### src/rtl/mclk_pkg.sv
package mclk_pkg;

    localparam int ADDR_W = 3;
    localparam int CSS_W  = 2;
    localparam int PRES_W = 3;
    localparam int CFG_W  = CSS_W + PRES_W;

    // register addresses
    localparam logic [ADDR_W-1:0] A_CFG   = 3'd0;
    localparam logic [ADDR_W-1:0] A_PLL   = 3'd1;
    localparam logic [ADDR_W-1:0] A_STAT  = 3'd2;
    localparam logic [ADDR_W-1:0] A_IEN   = 3'd3;
    localparam logic [ADDR_W-1:0] A_IDIS  = 3'd4;
    localparam logic [ADDR_W-1:0] A_IMASK = 3'd5;

    typedef enum logic [1:0] {
        SRC_SLOW = 2'd0,
        SRC_MAIN = 2'd1,
        SRC_PLL  = 2'd2
    } src_t;

    typedef enum logic [1:0] {
        ST_RUN    = 2'd0,
        ST_DRAIN  = 2'd1,
        ST_SYNC   = 2'd2,
        ST_RELOCK = 2'd3
    } mst_t;

    typedef struct packed {
        logic [PRES_W-1:0] pres;
        logic [CSS_W-1:0]  css;
    } mcfg_t;

endpackage

### src/rtl/mclk_div.sv
module mclk_div #(
    parameter int MAX_CODE = 6,
    parameter int CODE_W   = 3,
    localparam int CNT_W   = (MAX_CODE < 1) ? 1 : MAX_CODE
) (
    input  logic              clk,
    input  logic              rst_n,
    input  logic              tick,
    input  logic [CODE_W-1:0] code,
    output logic              pulse
);

    logic [CNT_W-1:0] cnt_q;
    logic [CNT_W-1:0] limit;
    int unsigned      code_cl;

    // codes above the largest supported ratio clamp to it
    always_comb begin
        code_cl = (int'(code) > MAX_CODE) ? MAX_CODE : int'(code);
        limit   = CNT_W'((32'd1 << code_cl) - 32'd1);
    end

    assign pulse = tick && (cnt_q >= limit);

    always_ff @(posedge clk or negedge rst_n) begin
        if (!rst_n) begin
            cnt_q <= '0;
        end else if (tick) begin
            cnt_q <= pulse ? '0 : cnt_q + 1'b1;
        end
    end

endmodule

### src/rtl/mclk_lock.sv
module mclk_lock #(
    parameter int LOCK_TICKS = 8,
    localparam int LCNT_W    = $clog2(LOCK_TICKS + 1)
) (
    input  logic clk,
    input  logic rst_n,
    input  logic restart,
    input  logic slow_tick,
    output logic locked
);

    logic [LCNT_W-1:0] cnt_q;
    logic              busy_q;

    always_ff @(posedge clk or negedge rst_n) begin
        if (!rst_n) begin
            cnt_q  <= '0;
            busy_q <= 1'b0;
            locked <= 1'b0;
        end else if (restart) begin
            cnt_q  <= '0;
            busy_q <= 1'b1;
            locked <= 1'b0;
        end else if (busy_q && slow_tick) begin
            if (cnt_q == LCNT_W'(LOCK_TICKS - 1)) begin
                cnt_q  <= '0;
                busy_q <= 1'b0;
                locked <= 1'b1;
            end else begin
                cnt_q <= cnt_q + 1'b1;
            end
        end
    end

endmodule

### src/rtl/mclk_irq.sv
module mclk_irq (
    input  logic clk,
    input  logic rst_n,
    input  logic ready_set,
    input  logic en_set,
    input  logic en_clr,
    input  logic rd_clr,
    output logic pend,
    output logic int_en,
    output logic irq
);

    always_ff @(posedge clk or negedge rst_n) begin
        if (!rst_n) begin
            int_en <= 1'b0;
            pend   <= 1'b0;
        end else begin
            if (en_set) begin
                int_en <= 1'b1;
            end else if (en_clr) begin
                int_en <= 1'b0;
            end
            if (ready_set) begin
                pend <= 1'b1;
            end else if (rd_clr) begin
                pend <= 1'b0;
            end
        end
    end

    assign irq = pend & int_en;

endmodule

### src/rtl/mclk_gen.sv
module mclk_gen
    import mclk_pkg::*;
#(
    parameter int DATA_W     = 8,
    parameter int LOCK_TICKS = 8,
    parameter int SYNC_TICKS = 2,
    parameter int MAX_PRES   = 6
) (
    input  logic              clk,
    input  logic              rst_n,
    input  logic              slow_tick,
    input  logic              main_tick,
    input  logic              pll_tick,
    input  logic              wr_en,
    input  logic [ADDR_W-1:0] wr_addr,
    input  logic [DATA_W-1:0] wr_data,
    input  logic              rd_en,
    input  logic [ADDR_W-1:0] rd_addr,
    output logic [DATA_W-1:0] rd_data,
    output logic              mck_en,
    output logic              irq
);

    localparam int SYNC_W = (SYNC_TICKS < 2) ? 1 : $clog2(SYNC_TICKS);
    localparam logic [SYNC_W-1:0] SYNC_LAST = SYNC_W'(SYNC_TICKS - 1);

    mst_t              state_q, state_d;
    mcfg_t             nxt_cfg_q, act_cfg_q, wr_cfg, tgt_cfg;
    logic [SYNC_W-1:0] sync_q;
    logic              cfg_wr, cfg_chg, pll_wr;
    logic              act_pll, locked, eff_tick, div_pulse;
    logic              apply, sync_inc, ready, ready_rise;
    logic              irq_pend, int_en;
    src_t              eff_src;
    logic              unused_wr;

    assign unused_wr = ^wr_data[DATA_W-1:CFG_W];

    // register decode
    assign wr_cfg  = mcfg_t'(wr_data[CFG_W-1:0]);
    assign cfg_wr  = wr_en && (wr_addr == A_CFG);
    assign cfg_chg = cfg_wr && (wr_cfg != nxt_cfg_q);
    assign pll_wr  = wr_en && (wr_addr == A_PLL);
    assign tgt_cfg = cfg_wr ? wr_cfg : nxt_cfg_q;

    // effective source with fallback while the PLL is unlocked
    assign act_pll = act_cfg_q.css[1];
    always_comb begin
        if (act_pll) begin
            eff_src = locked ? SRC_PLL : SRC_MAIN;
        end else if (act_cfg_q.css[0]) begin
            eff_src = SRC_MAIN;
        end else begin
            eff_src = SRC_SLOW;
        end
        unique case (eff_src)
            SRC_SLOW: eff_tick = slow_tick;
            SRC_MAIN: eff_tick = main_tick;
            SRC_PLL:  eff_tick = pll_tick;
            default:  eff_tick = 1'b0;
        endcase
    end

    mclk_div #(
        .MAX_CODE (MAX_PRES),
        .CODE_W   (PRES_W)
    ) u_div (
        .clk   (clk),
        .rst_n (rst_n),
        .tick  (eff_tick),
        .code  (act_cfg_q.pres),
        .pulse (div_pulse)
    );

    mclk_lock #(
        .LOCK_TICKS (LOCK_TICKS)
    ) u_lock (
        .clk       (clk),
        .rst_n     (rst_n),
        .restart   (pll_wr),
        .slow_tick (slow_tick),
        .locked    (locked)
    );

    // next-state logic
    always_comb begin
        state_d  = state_q;
        apply    = 1'b0;
        sync_inc = 1'b0;
        unique case (state_q)
            ST_RUN: begin
                if (cfg_chg) begin
                    state_d = ST_DRAIN;
                end else if (pll_wr && act_pll) begin
                    state_d = ST_RELOCK;
                end
            end
            ST_DRAIN: begin
                if (div_pulse) begin
                    apply = 1'b1;
                    if (tgt_cfg.css[1] && (!locked || pll_wr)) begin
                        state_d = ST_RELOCK;
                    end else begin
                        state_d = ST_SYNC;
                    end
                end
            end
            ST_SYNC: begin
                if (cfg_chg) begin
                    state_d = ST_DRAIN;
                end else if (pll_wr && act_pll) begin
                    state_d = ST_RELOCK;
                end else if (eff_tick) begin
                    if (sync_q == SYNC_LAST) begin
                        state_d = ST_RUN;
                    end else begin
                        sync_inc = 1'b1;
                    end
                end
            end
            ST_RELOCK: begin
                if (cfg_chg) begin
                    state_d = ST_DRAIN;
                end else if (locked && !pll_wr) begin
                    state_d = ST_SYNC;
                end
            end
            default: state_d = ST_RUN;
        endcase
    end

    // state register and configuration holding registers
    always_ff @(posedge clk or negedge rst_n) begin
        if (!rst_n) begin
            state_q   <= ST_RUN;
            nxt_cfg_q <= '0;
            act_cfg_q <= '0;
            sync_q    <= '0;
        end else begin
            state_q <= state_d;
            if (cfg_wr) begin
                nxt_cfg_q <= wr_cfg;
            end
            if (apply) begin
                act_cfg_q <= tgt_cfg;
            end
            if (state_q != ST_SYNC) begin
                sync_q <= '0;
            end else if (sync_inc) begin
                sync_q <= sync_q + 1'b1;
            end
        end
    end

    // outputs
    always_comb begin
        ready      = (state_q == ST_RUN);
        ready_rise = (state_d == ST_RUN) && (state_q != ST_RUN);
        mck_en     = div_pulse;
        unique case (rd_addr)
            A_CFG:   rd_data = DATA_W'(nxt_cfg_q);
            A_STAT:  rd_data = DATA_W'({irq_pend, locked, ready});
            A_IMASK: rd_data = DATA_W'(int_en);
            default: rd_data = '0;
        endcase
    end

    mclk_irq u_irq (
        .clk       (clk),
        .rst_n     (rst_n),
        .ready_set (ready_rise),
        .en_set    (wr_en && (wr_addr == A_IEN) && wr_data[0]),
        .en_clr    (wr_en && (wr_addr == A_IDIS) && wr_data[0]),
        .rd_clr    (rd_en && (rd_addr == A_STAT)),
        .pend      (irq_pend),
        .int_en    (int_en),
        .irq       (irq)
    );

endmodule

### config.mk
export PLATFORM = sky130hd
export DESIGN_NAME = mclk_gen
export DESIGN_NICKNAME = d
export VERILOG_FILES = /design/src/rtl/mclk_pkg.sv /design/src/rtl/mclk_div.sv /design/src/rtl/mclk_lock.sv /design/src/rtl/mclk_irq.sv /design/src/rtl/mclk_gen.sv
export SDC_FILE = /design/constraint.sdc
export NUM_CORES = 1
export LEC_CHECK = 0
export ABC_AREA = 1
export BUFFER_PORTS_ARGS = -buffer_cell sky130_fd_sc_hd__buf_4
export CORE_AREA = 5 5 71 73
export CTS_CLUSTER_DIAMETER = 50
export DETAILED_ROUTE_END_ITERATION = 8
export DIE_AREA = 0 0 76 78
export SLEW_MARGIN = 20
export SYNTH_ARGS = -nofsm -noshare
export SYNTH_HDL_FRONTEND = slang
export SYNTH_SLANG_ARGS = --single-unit
export TNS_END_PERCENT = 10
### constraint.sdc
create_clock -name clk -period 4.27 [get_ports clk]
set_input_delay 0.2135 -clock clk [delete_from_list [all_inputs] [get_ports clk]]
set_output_delay 0.2135 -clock clk [all_outputs]
set_load 0.02 [all_outputs]
==> results of run 1 <==
sequential cells by signal (all words and copies together) (netlist names):
| signal | flops |
|---|---|
| u_lock.cnt_q | 4 |
| u_div.cnt_q | 6 |
| nxt_cfg_q | 5 |
| sync_q | 1 |
| u_lock.busy_q | 1 |
| state_q | 2 |
| u_irq.int_en | 1 |
| u_irq.pend | 1 |
| act_cfg_q | 5 |
| u_lock.locked | 1 |
metal layers:
| metal | track usage | vias up | part of all wire |
|---|---|---|---|
| met1 | 0.165 | 668 | 0.49 |
| met5 | 0 | - | 0 |
| met2 | 0.203 | 21 | 0.47 |
| met3 | 0.0266 | 2 | 0.036 |
| met4 | 0.0160 | 0 | 0.0038 |
| li1 | - | 778 | - |
synthesized netlist by cell type:
master / n
dfrtp_1: 27
nor2_2: 2
o31ai_1: 1
buf_4: 3
and3_1: 1
nand2_1: 72
nand3_1: 18
a21oi_4: 1
nand3_2: 2
o21ai_1: 2
a21oi_1: 8
o21a_1: 1
xor2_1: 1
nand4_1: 2
o21ai_0: 13
ha_1: 8
conb_1: 1
inv_1: 36
nor3b_2: 1
nor2_1: 19
o21bai_2: 1
nor2_4: 2
nand2_4: 1
xnor2_1: 1
a22oi_1: 1
nor3_1: 3
clkinv_2: 1
nand2_2: 3
kinds of logic (layout without fill, tap and decap cells):
logic type / after synthesis / count (layout) / synth area share
AOI/OAI and AO/OA: 28 / 28 / 0.0979
xor gates and xnor gates: 2 / 2 / 0.0104
adders and majority gates: 8 / 8 / 0.0593
buffers and inverters: 40 / 66 / 0.0964
DFF: 27 / 27 / 0.400
other: 1 / 3 / 0.00222
and+or+nand+nor: 126 / 126 / 0.334
worst max-delay path: stages, from the launching register on:
cell,delay [ns]
dfrtp_1,0.43
nor2_1,0.17
nand2_1,0.08
ha_1,0.27
inv_1,0.04
nand2_1,0.05
nand2_1,0.05
nand2_1,0.05
nand2_1,0.07
a21oi_4,0.26
buf_4,0.20
repair_timing:
item                      in CTS  in global routing
hold buffers                   1                  0
resized for setup              0                  0
hold endpoints to repair      27                  0
final timing paths:
path,endpoint,cells after the start
hold / removal,nxt_cfg_q[0],3
hold reg to reg,u_lock.busy_q,1
setup / recovery,mck_en,10
max in group asynchronous,u_div.cnt_q[0],2
min in group asynchronous,u_lock.locked,2
setup reg to reg,act_cfg_q[4],13
area by class of cell:
| class | instances | area share |
|---|---|---|
| clock inverter | 1 | 0.00253 |
| inverter | 37 | 0.0710 |
| timing repair buffer | 25 | 0.0963 |
| tap | 52 | 0.0330 |
| clock buffer | 3 | 0.0209 |
| multi-input combinational | 167 | 0.434 |
| sequential | 27 | 0.342 |
where the power goes:
group	internal (mW)	switching [mW]	total [mW]
logic	0.207	0.313	0.519
registers	0.350	0.0897	0.440
clock network	0.0656	0.0868	0.152
total	0.623	0.489	1.11
==> results.py, run 1 <==
metrics = {
    "synth": {
        "yosys-top-cells-area": "dfrtp_1 (40%), nand2_1 (16%), inv_1 (8.0%)",
        "syn-cell-area_um2": 1690,
        "yosys_register_bits": 27,
        "synth-warning-count": 0,
        "synth.distinct_cells": 28,
        "netlist_instances": 232,
        "syn_avg_cell_area_um2": 7.28,
        "synth_top_cell_area_share": 0.400,
        "yosys.area.top_type": "dfrtp_1",
        "yosysSeqAreaShare": 0.400,
    },
    "finish": {
        "drive_gt1_frac": 0.162,
        "num_antenna_cells": 0,
        "nFillCells": 448,
        "fin_cells": 312,
        "seqCellArea_um2": 676,
        "fin_area_um2": 1970,
        "synthToLayoutAreaGrowth_pct": 17.0,
        "multi_input_comb_area_um2": 857,
        "final_common_cell": "nand2_1",
        "fin_util": 0.460,
        "nets": 290,
        "layout_common_cells": "nand2_1 (72), inv_1 (36), dfrtp_1 (27)",
    },
    "timing": {
        "slew_viol_final": 0,
        "max_freq_mhz": 465,
        "report.final.hold_viol_count": 0,
        "tns_ns": 0,
        "fin_ws_ns": 2.12,
        "fin_crit_ns": 2.15,
        "whs_ns": 0.193,
        "final.period_utilization": 0.503,
        "skew_ns": 0.00963,
        "rsz0062_at_grt": "no",
        "setup_viol": 0,
    },
    "global_routing": {
        "grt_pass1_vias": 1428,
        "grt_max_degree": 28,
        "grtUsageTotal": 0.121,
        "overflow": 0,
        "grt_pass1_wl_um": 6170,
        "antenna_found_initial": 0,
    },
    "route": {
        "drt_iter0_drc": 58,
        "drt_first_pass_iters": 4,
        "routed_via_density": 4.71,
        "drc": 0,
        "wl_um": 3420,
        "num_vias": 1469,
        "avgRoutedWirePerCell_um": 10.9,
        "detail-route-antenna-nets": 0,
    },
    "placed_design": {
        "place_area_um2": 1920,
        "dp.cells": 307,
        "gp_congestion": 0.799,
        "io_buffers": 24,
        "place.detailed.hpwl_um": 2720,
        "preCtsSetupSlack_ns": 2.40,
    },
    "clock_network": {
        "cts.htree.levels": 1,
        "clk_latency_ns": 0.28,
        "cts_root_buf": "clkbuf_8",
        "clockBufferDepth": 2,
        "clk_pin_slew_ns": 0.10,
        "cts_tree": "built",
        "cts_buffers": 3,
        "post_cts_buffers": 0,
        "cts.sinks": 27,
    },
    "setup_path": {
        "worstPathMaxFanout": 6,
        "arrival_ns": 1.93,
        "startpoint": "act_cfg_q[3]",
        "critPathRequiredTime_ns": 4.06,
        "critPathKind": "flop to output port",
        "r2r_setup_slack_ns": 2.39,
        "start_kind": "flop",
        "end_kind": "output port",
        "crit-reg2reg-launch": "act_cfg_q[3]",
    },
    "die": {
        "die_w_um": 76,
        "coreArea_um2": 4290,
        "row_count": 24,
        "start_util": 0.393,
        "die_area_um2": 5930,
        "fp.dieH_um": 78,
        "io_pins": 31,
    },
    "pwr": {
        "p_leak_nw": 1.07,
        "ir_drop_mv": 0.289,
        "power.density_nw_per_um2": 563,
        "power_mw": 1.11,
    },
    "worst_hold_path": {
        "hold_class": "input port to flop",
        "hold_start": "wr_data[0]",
    },
    "job": {
        "maxCapViolations": 0,
    },
    "status": {
        "status": "finished clean",
    },
}
Note: power is estimated with default switching activity, not from simulation.
==> run 2: changes to the inputs <==
clock period = 2.15 ns   (was 4.27 ns; I/O delays follow)
==> results.py, run 2 (synthesis results as in run 1) <==
metrics = {
    "status": {
        "status": "finished clean",
    },
    "clock_network": {
        "clockBufferDepth": 2,
        "cts.htree.levels": 1,
        "cts_buffers": 3,
        "cts_root_buf": "clkbuf_8",
        "cts_tree": "built",
        "clk_pin_slew_ns": 0.09,
        "cts_resized": 0,
        "cts.sinks": 27,
        "clk_latency_ns": 0.28,
    },
    "timing": {
        "final.period_utilization": 0.923,
        "skew_ns": 0.00161,
        "setup_viol": 0,
        "slew_viol_final": 0,
        "tns_ns": 0,
        "report.final.hold_viol_count": 0,
        "max_freq_mhz": 504,
        "fin_ws_ns": 0.165,
        "fin_crit_ns": 1.98,
        "rsz0062_at_grt": "no",
    },
    "setup_path": {
        "worst-path-stages": 10,
        "ff2ff_path_depth": 14,
        "critPathMostFrequentCell": "nand2_1",
        "startpoint": "act_cfg_q[3]",
        "arrival_ns": 1.88,
        "cp_top_family": "simple AND/OR/NAND/NOR gates",
        "critPathKind": "flop to output port",
        "worstPathMaxFanout": 5,
        "start_kind": "flop",
        "cp_cell_sequence": "nor2_1 > nand2_1 > ha_1 > inv_1 > nand2_1 > nand2_1 > nand2_1 > nand2_1 > a21oi_4 > buf_4",
        "crit_buf_inv": 2,
        "r2r_setup_slack_ns": 0.23,
        "slowest_delay_ns": 0.44,
        "end_kind": "output port",
        "crit-reg2reg-launch": "act_cfg_q[3]",
        "crit_end": "mck_en",
        "crit_slowest_cell": "dfrtp_1",
        "timing.rr.end": "act_cfg_q[4]",
        "critPathRequiredTime_ns": 2.04,
    },
    "global_routing": {
        "grt_pass1_vias": 1359,
        "grtUsageTotal": 0.121,
        "overflow": 0,
        "grt_max_degree": 28,
        "antenna_found_initial": 0,
        "grt_pass1_wl_um": 6060,
    },
    "route": {
        "detail-route-antenna-nets": 0,
        "drc": 0,
        "routed_via_density": 4.70,
        "num_vias": 1476,
        "avgRoutedWirePerCell_um": 10.9,
        "drt_iter0_drc": 58,
        "wl_um": 3420,
        "drt_first_pass_iters": 4,
    },
    "die": {
        "fp.dieH_um": 78,
        "die_w_um": 76,
        "row_count": 24,
        "die_area_um2": 5930,
        "coreArea_um2": 4290,
        "start_util": 0.393,
        "io_pins": 31,
    },
    "placed_design": {
        "place.detailed.hpwl_um": 2720,
        "io_buffers": 24,
        "dp.cells": 307,
        "gp_congestion": 0.812,
        "preCtsSetupSlack_ns": 0.269,
    },
    "finish": {
        "layout_common_cells": "nand2_1 (72), inv_1 (36), dfrtp_1 (27)",
        "largest_reg_flops": 6,
        "fin_cells": 314,
        "num_antenna_cells": 0,
        "drive_gt1_frac": 0.164,
        "final_common_cell": "nand2_1",
        "top_regs": "u_div.cnt_q: 6 flops, act_cfg_q: 5 flops, nxt_cfg_q: 5 flops",
        "nets": 292,
        "synthToLayoutAreaGrowth_pct": 18.5,
        "regMostFlops": "u_div.cnt_q",
        "nFillCells": 466,
    },
    "pwr": {
        "ir_drop_mv": 0.516,
        "p_leak_nw": 1.08,
        "power.density_nw_per_um2": 1150,
    },
    "job": {
        "maxCapViolations": 0,
    },
    "worst_hold_path": {
        "hold_class": "input port to flop",
    },
}
run 2: area by class of cell:
| cell class | instances | area (µm²) | area share |
|---|---|---|---|
| clock buffers | 4 | 45.0 | 0.0225 |
| well taps | 52 | 65.1 | 0.0325 |
| repair buffers | 27 | 218 | 0.109 |
| inverters | 37 | 140 | 0.0700 |
| multi-input cells | 167 | 857 | 0.428 |
| flip-flops and latches | 27 | 676 | 0.338 |
run 2: worst min-delay path by stage:
stage	startpoint	endpoint	slack, ns	cells past startpoint
final	wr_data[3]	nxt_cfg_q[3]	0.09	3
after detailed placement	rst_n	nxt_cfg_q[4]	0.05	1
after CTS	wr_data[0]	nxt_cfg_q[0]	0.09	3
after floorplan	rst_n	act_cfg_q[0]	-0.19	0
after global placement	rst_n	nxt_cfg_q[4]	0.05	1
after global routing	wr_data[0]	nxt_cfg_q[0]	0.10	3
run 2: stage by stage:
stage | util | hold slack, ns | total power [mW] | cell area (µm²)
2_1_floorplan | - | -0.188 | 1.65 | 1700
3_3_place_gp | 0.447 | 0.0492 | 1.91 | 1920
3_5_place_dp | 0.447 | 0.0493 | 1.93 | 1920
4_1_cts | 0.459 | 0.0889 | 2.24 | 1970
5_1_grt | 0.466 | 0.103 | 2.55 | 2000
6_report | 0.466 | 0.0902 | 2.30 | 2000
run 2: worst register-to-register path: stages (launching register included):
cell,delay (ns)
dfrtp_1,0.44
nor2_1,0.18
nand2_1,0.07
ha_1,0.27
inv_1,0.03
nand2_1,0.04
nand2_1,0.04
nand2_1,0.05
nand2_1,0.08
a21oi_4,0.22
buf_12,0.14
nand2_4,0.07
clkinv_2,0.11
nand2_1,0.06
o21ai_1,0.06
run 2: repair_timing:
action | 4_1_cts | 5_1_grt
endpoints found under the hold margin | 27 | 0
buffers inserted | 0 | 2
setup endpoints to repair | 0 | 1
hold buffers | 1 | 0
run 2: routing by layer:
metal | vias up | track usage | wire length, µm
met5 | - | 0 | 0
li1 | 786 | - | -
met2 | 14 | 0.196 | 1600
met4 | 0 | 0.0214 | 29
met3 | 5 | 0.0301 | 102
met1 | 671 | 0.165 | 1690
run 2: power by group:
group | internal [mW] | switching (mW) | total, mW
Combinational | 0.484 | 0.641 | 1.13
Sequential | 0.696 | 0.180 | 0.876
Clock | 0.133 | 0.165 | 0.298
